===== config.mk =====
export PLATFORM = sky130hd
export DESIGN_NAME = rename_map_top
export DESIGN_NICKNAME = d
export VERILOG_FILES = /design/src/rtl/rn_pkg.sv /design/src/rtl/rn_map_table.sv /design/src/rtl/rn_free_alloc.sv /design/src/rtl/rename_map_top.sv
export SDC_FILE = /design/constraint.sdc
export NUM_CORES = 1
export LEC_CHECK = 0
export ABC_AREA = 1
export CORE_AREA = 2 2 95 88
export CTS_CLUSTER_DIAMETER = 120
export DETAILED_ROUTE_END_ITERATION = 12
export DIE_AREA = 0 0 97 90
export DONT_BUFFER_PORTS = 1
export PLACE_DENSITY = 0.84
export SLEW_MARGIN = 5
export SYNTH_ARGS = -nofsm -noshare
export SYNTH_HDL_FRONTEND = slang
export SYNTH_HIERARCHICAL = 1
export SYNTH_SLANG_ARGS = --single-unit

===== constraint.sdc =====
create_clock -name clk -period 1.9 [get_ports clk]
set_clock_uncertainty 0.05 [all_clocks]
set_input_delay 0.19 -clock clk [delete_from_list [all_inputs] [get_ports clk]]
set_output_delay 0.19 -clock clk [all_outputs]
set_load 0.05 [all_outputs]

===== src/rtl/rn_pkg.sv =====
package rn_pkg;
    parameter int unsigned RN_ARCH_REGS  = 9;
    parameter int unsigned RN_PHYS_REGS  = 64;
    parameter int unsigned RN_FIRST_FREE = 9;
endpackage


===== src/rtl/rn_map_table.sv =====
module rn_map_table #(
    parameter int unsigned ARCH_REGS = rn_pkg::RN_ARCH_REGS,
    parameter int unsigned PHYS_REGS = rn_pkg::RN_PHYS_REGS,
    localparam int unsigned AW = $clog2(ARCH_REGS),
    localparam int unsigned TW = $clog2(PHYS_REGS)
) (
    input  logic          clk,
    input  logic          rst_n,
    input  logic [AW-1:0] rd0_idx,
    output logic [TW-1:0] rd0_tag,
    input  logic [AW-1:0] rd1_idx,
    output logic [TW-1:0] rd1_tag,
    input  logic          wr_en,
    input  logic [AW-1:0] wr_idx,
    input  logic [TW-1:0] wr_tag
);
    logic [TW-1:0] map_q [ARCH_REGS];
    logic [TW-1:0] map_d [ARCH_REGS];

    // Reads see the table before this cycle's write.
    assign rd0_tag = map_q[rd0_idx];
    assign rd1_tag = map_q[rd1_idx];

    always_comb begin
        for (int i = 0; i < ARCH_REGS; i++) begin
            map_d[i] = map_q[i];
        end
        if (wr_en) begin
            map_d[wr_idx] = wr_tag;
        end
    end

    always_ff @(posedge clk) begin
        if (!rst_n) begin
            for (int i = 0; i < ARCH_REGS; i++) begin
                map_q[i] <= TW'(i);
            end
        end else begin
            for (int i = 0; i < ARCH_REGS; i++) begin
                map_q[i] <= map_d[i];
            end
        end
    end


    map_write_chk: assert property (@(posedge clk) disable iff (!rst_n)
        wr_en |=> (map_q[$past(wr_idx)] == $past(wr_tag)));


    wr_range_chk: assert property (@(posedge clk) disable iff (!rst_n)
        wr_en |-> (32'(wr_idx) < ARCH_REGS));
endmodule


===== src/rtl/rn_free_alloc.sv =====
module rn_free_alloc #(
    parameter int unsigned PHYS_REGS  = rn_pkg::RN_PHYS_REGS,
    parameter int unsigned FIRST_FREE = rn_pkg::RN_FIRST_FREE,
    localparam int unsigned TW = $clog2(PHYS_REGS),
    localparam int unsigned NW = $clog2(PHYS_REGS + 1)
) (
    input  logic          clk,
    input  logic          rst_n,
    input  logic          take,
    output logic [TW-1:0] tag,
    output logic          empty
);
    typedef struct packed {
        logic [NW-1:0] next;
    } alloc_st_t;

    alloc_st_t st_q, st_d;

    assign empty = (st_q.next == NW'(PHYS_REGS));
    assign tag   = st_q.next[TW-1:0];

    always_comb begin
        st_d = st_q;
        if (take && !empty) begin
            st_d.next = st_q.next + NW'(1);
        end
    end

    always_ff @(posedge clk) begin
        if (!rst_n) begin
            st_q.next <= NW'(FIRST_FREE);
        end else begin
            st_q <= st_d;
        end
    end


    alloc_step_chk: assert property (@(posedge clk) disable iff (!rst_n)
        (take && !empty) |=> (st_q.next == $past(st_q.next) + NW'(1)));


    alloc_idle_chk: assert property (@(posedge clk) disable iff (!rst_n)
        !take |=> $stable(st_q.next));


    empty_hold_chk: assert property (@(posedge clk) disable iff (!rst_n)
        empty |=> empty);


    no_overflow_chk: assert property (@(posedge clk) disable iff (!rst_n)
        !(take && empty));
endmodule


===== src/rtl/rename_map_top.sv =====
module rename_map_top #(
    parameter int unsigned ARCH_REGS  = rn_pkg::RN_ARCH_REGS,
    parameter int unsigned PHYS_REGS  = rn_pkg::RN_PHYS_REGS,
    parameter int unsigned FIRST_FREE = rn_pkg::RN_FIRST_FREE,
    localparam int unsigned AW = $clog2(ARCH_REGS),
    localparam int unsigned TW = $clog2(PHYS_REGS)
) (
    input  logic          clk,
    input  logic          rst_n,
    input  logic          in_valid,
    input  logic          in_src0_en,
    input  logic [AW-1:0] in_src0,
    input  logic          in_src1_en,
    input  logic [AW-1:0] in_src1,
    input  logic          in_dst_en,
    input  logic [AW-1:0] in_dst,
    output logic          stall,
    output logic          out_valid,
    output logic          out_src0_en,
    output logic [TW-1:0] out_src0_tag,
    output logic          out_src1_en,
    output logic [TW-1:0] out_src1_tag,
    output logic          out_dst_en,
    output logic [TW-1:0] out_dst_tag,
    output logic          pool_empty
);
    typedef struct packed {
        logic          valid;
        logic          s0_en;
        logic [TW-1:0] s0_tag;
        logic          s1_en;
        logic [TW-1:0] s1_tag;
        logic          d_en;
        logic [TW-1:0] d_tag;
    } out_st_t;

    out_st_t       o_q, o_d;
    logic          accept;
    logic          take;
    logic [TW-1:0] rd0_tag, rd1_tag, new_tag;

    rn_map_table #(.ARCH_REGS(ARCH_REGS), .PHYS_REGS(PHYS_REGS)) map_i (
        .clk    (clk),
        .rst_n  (rst_n),
        .rd0_idx(in_src0),
        .rd0_tag(rd0_tag),
        .rd1_idx(in_src1),
        .rd1_tag(rd1_tag),
        .wr_en  (take),
        .wr_idx (in_dst),
        .wr_tag (new_tag)
    );

    rn_free_alloc #(.PHYS_REGS(PHYS_REGS), .FIRST_FREE(FIRST_FREE)) alloc_i (
        .clk  (clk),
        .rst_n(rst_n),
        .take (take),
        .tag  (new_tag),
        .empty(pool_empty)
    );

    assign stall  = in_valid && in_dst_en && pool_empty;
    assign accept = in_valid && !stall;
    assign take   = accept && in_dst_en;

    always_comb begin
        o_d        = '0;
        o_d.valid  = accept;
        o_d.s0_en  = accept && in_src0_en;
        o_d.s0_tag = (accept && in_src0_en) ? rd0_tag : '0;
        o_d.s1_en  = accept && in_src1_en;
        o_d.s1_tag = (accept && in_src1_en) ? rd1_tag : '0;
        o_d.d_en   = take;
        o_d.d_tag  = take ? new_tag : '0;
    end

    always_ff @(posedge clk) begin
        if (!rst_n) begin
            o_q <= '0;
        end else begin
            o_q <= o_d;
        end
    end

    assign out_valid    = o_q.valid;
    assign out_src0_en  = o_q.s0_en;
    assign out_src0_tag = o_q.s0_tag;
    assign out_src1_en  = o_q.s1_en;
    assign out_src1_tag = o_q.s1_tag;
    assign out_dst_en   = o_q.d_en;
    assign out_dst_tag  = o_q.d_tag;


    stall_drop_chk: assert property (@(posedge clk) disable iff (!rst_n)
        stall |=> !out_valid);


    accept_out_chk: assert property (@(posedge clk) disable iff (!rst_n)
        (in_valid && !stall) |=> out_valid);


    idle_out_chk: assert property (@(posedge clk) disable iff (!rst_n)
        !in_valid |=> !out_valid);


    nodst_out_chk: assert property (@(posedge clk) disable iff (!rst_n)
        (in_valid && !in_dst_en) |=> !out_dst_en);


    src_range_chk: assert property (@(posedge clk) disable iff (!rst_n)
        (in_valid && in_src0_en) |-> (32'(in_src0) < ARCH_REGS));


    dst_floor_chk: assert property (@(posedge clk) disable iff (!rst_n)
        out_dst_en |-> (32'(out_dst_tag) >= FIRST_FREE));
endmodule


==> summary.md <==
| Metric | Value |
|---|---|
| CTS tree | `yes` |
| Endpoints failing hold | `0` |
| Die area | `8730 um2` |
| Setup crit start kind | `flip-flop` |
| Worst vdd ir | `0.459 mV` |
| Top-Level Pins | `42` |
| Setup slack after layout | `-0.0964 ns` |
| Req. time, crit path | `2.07 ns` |
| Fmax | `501 MHz` |
| DRC violations left | `0` |
| Vias in the first global route | `3986` |
| Max_cap viols | `0` |
| CTS buffer count | `9` |
| Final Critical Period | `2.00 ns` |
| Fin crit share | `105%` |
| H-tree depth | `3` |
| Ys Warns | `6` |
| Drt wl/cell | `16.7 um` |
| First-pass GRT wire length | `between 15000 and 20000 um` |
| Core Area | `7800 um2` |
| Clk buf depth | `2` |
| Flop pwr share | `50.7%` |
| Pre-antenna DRT Iters | `7` |
| Total Nets Final | `673` |
| Hold WC Path Type | `in2reg` |
| Chip width | `97 um` |
| Via count | `4319` |
| Worst Reg-to-Reg Cells | `15` |
| Int Power | `2640 uW` |
| Status | `finished, violations left` |
| Crit path capture | `map_i/map_q[8][4]` |
| Metal2 WL | `5910 um` |
| Clock Latency Late Sink | `0.36 ns` |
| Flops & latches, synth | `83` |
| Avg Synthesized Cell Area | `6.61 um2` |
| P_leak | `around 0.0023 uW` |
| CP arrival | `roughly 2.2 ns` |
| Failing checks | `setup timing` |
| Initial drt markers | `706` |
| Placer congestion estimate | `~0.96` |
| CTS root buf | `clkbuf_8` |
| Antenna violations before repair | `0` |
| Die span in y | `approximately 90 um` |
| Least-Margin Pin Slew | `0.634 ns` |
| Post-DR vias/cell | `5.71` |
| Post-synthesis cell type count | `25` |
| Worst-path clk slew | `0.08 ns` |
| Final Non-Filler Cells | `756` |
| I/O Buffers | `0` |
| DRT antenna net count | `0` |
| Critical path origin | `alloc_i/st_q[0]` |
| Relative slew slack | `57.7%` |
| Total placed cells including tap cells | `722` |
| Hpwl dp | `about 8000 um` |
| Effective utilization at floorplan | `54.7%` |
| Most common cell after layout, fill and taps aside | `nand2_1` |
| M1 WL | `4950 um` |
| Mapped Cells | `645` |
| Commonest cells after routing, fill and taps aside | `nand2_1 (139), nand3_1 (101), inv_1 (93)` |
| Clock power frac | `~38%` |
| Worst reg2reg endpoint | `map_i/map_q[8][4]` |
| Maximum fanout along the worst path | `7` |
| Row Count | `31` |
| DRT Wirelength | `12600 um` |
| Setup CP Type | `reg2reg` |
| Ant diodes | `0` |
| Final setup vio count | `27` |
| Flop2flop setup slack | `-0.1 ns` |
| Register area share after synthesis | `39.0%` |
| FF-to-FF Start | `alloc_i/st_q[0]` |
| PD cells | `735 nW/um2` |
| Logic gate share of total power | `11.5%` |
| Switching part of the total power | `26.6%` |
| Worst Hold Margin | `0.0167 ns` |
| Post-Syn Area | `4260 um2` |
| CP endpoint kind | `flip-flop` |
| Share of cells above drive strength 1 | `15.5%` |
| Uppermost routed layer | `met4` |
| Routed length on met3 | `1170 um` |
| Layout area overhead | `14.9%` |
| Switching power | `957 uW` |
| Grt ovf | `0` |
| End-of-flow core utilization | `62.8%` |
| Unrepaired setup endpoints after global routing | `true` |
| Sink Count | `83` |
| Syn nets | `roughly 670` |
| GR Util All Layers | `27.7%` |
| Fin. max-slew vios | `0` |
| Largest net degree at the start of global routing | `between 40 and 50` |
## how the worst min path moves through the flow
stage / start / endpoint / slack, ns / cells after the start
after floorplan: rst_n / alloc_i/st_q[0] / 0.22 / 1
after global placement: rst_n / alloc_i/st_q[3] / 0.23 / 1
after detailed placement: rst_n / alloc_i/st_q[0] / 0.23 / 1
after CTS: in_dst[1] / map_i/map_q[8][0] / 0.002 / 3
after global routing: in_dst[1] / map_i/map_q[8][5] / 0.01 / 3
final: in_dst[1] / map_i/map_q[8][0] / 0.02 / 3
## per-stage QoR
| stage | area (um2) | worst slack, ns | total power, uW | TNS, ns |
|---|---|---|---|---|
| 2_1_floorplan | 4320 | -0.168 | 2160 | -4.61 |
| 3_3_place_gp | 4340 | 0.128 | 2190 | 0 |
| 6_report | 4890 | -0.0964 | 3600 | -1.74 |
| 4_1_cts | 4680 | -0.0361 | 3560 | -0.0524 |
| 5_1_grt | 4890 | -0.174 | 3720 | -4.62 |
| 3_5_place_dp | 4340 | 0.0440 | 2190 | 0 |
## power by group through the flow
stage	sequential, uW	combinational, uW	clock [uW]
after floorplan	1860	294	0
after global placement	1860	321	0
after detailed placement	1870	327	0
final	1820	413	1360
after CTS	1820	362	1380
after global routing	1830	451	1440
## routing by layer
layer	track usage, %	vias to the layer above
li1	-	2041
met5	0	-
met1	33.5	1947
met3	6.07	66
met4	18.7	0
met2	44.0	265
## cells by family (layout without fill, tap and decap cells)
kind of cell               after synthesis  in the layout  synth area share, %
and+or+nand+nor                        330            333                 35.4
DFF                                     83             83                 39.0
AOI/OAI and AO/OA                       86             86                 10.2
xor gates and xnor gates                 2              2                0.411
buffers and inverters                  142            151                 14.4
adders and majority gates                2              2                0.587
## worst max-delay path: stages (launching register included)
cell and delay, ns:
dfxtp_2 0.35, inv_2 0.05, ha_4 0.16, inv_4 0.07, nor2_8 0.03, nand3_4 0.08
clkinvlp_4 0.14, inv_2 0.11, nand3_4 0.10, clkinv_8 0.09, buf_12 0.12, nand2_4 0.05
nor2_4 0.19, nand2_4 0.12, nand2_1 0.07, a21oi_1 0.06
## state kept, by name (all words and copies together), names as in the netlist
name          cells
alloc_i/st_q      7
map_i/map_q      54
out_dst_en        1
out_dst_tag       6
out_src0_en       1
out_src0_tag      6
out_src1_en       1
out_src1_tag      6
out_valid         1
## cells in the mapped netlist (all sizes together)
library cell  count  area, um2
xor2              1       8.76
nand3           108        576
o211ai            2       15.0
a21oi            37        185
clkbuf           12       45.0
o21ai            47        235
ha                2       25.0
nand4             6       37.5
nand2           148        566
buf              24        169
nor2             68        332
dfxtp            83       1660
inv             106        398
xnor2             1       8.76
## repair_timing
item,CTS,global route
pin swaps,4,11
setup buffers,2,6
resized for setup,8,51
hold endpoints to repair,64,0
setup endpoints to repair,1,59
gates cloned,0,4
hold buffers,7,0
## final cells by class
| class | instances | area, um2 |
|---|---|---|
| Clock inverter | 5 | 78.8 |
| Sequential cell | 83 | 1660 |
| Tap cell | 99 | 124 |
| Timing Repair Buffer | 30 | 299 |
| Multi-Input combinational cell | 423 | 2180 |
| Fill cell | 652 | 2900 |
| Clock buffer | 10 | 128 |
| Inverter | 106 | 422 |
Power figures use the tool's default switching activity.
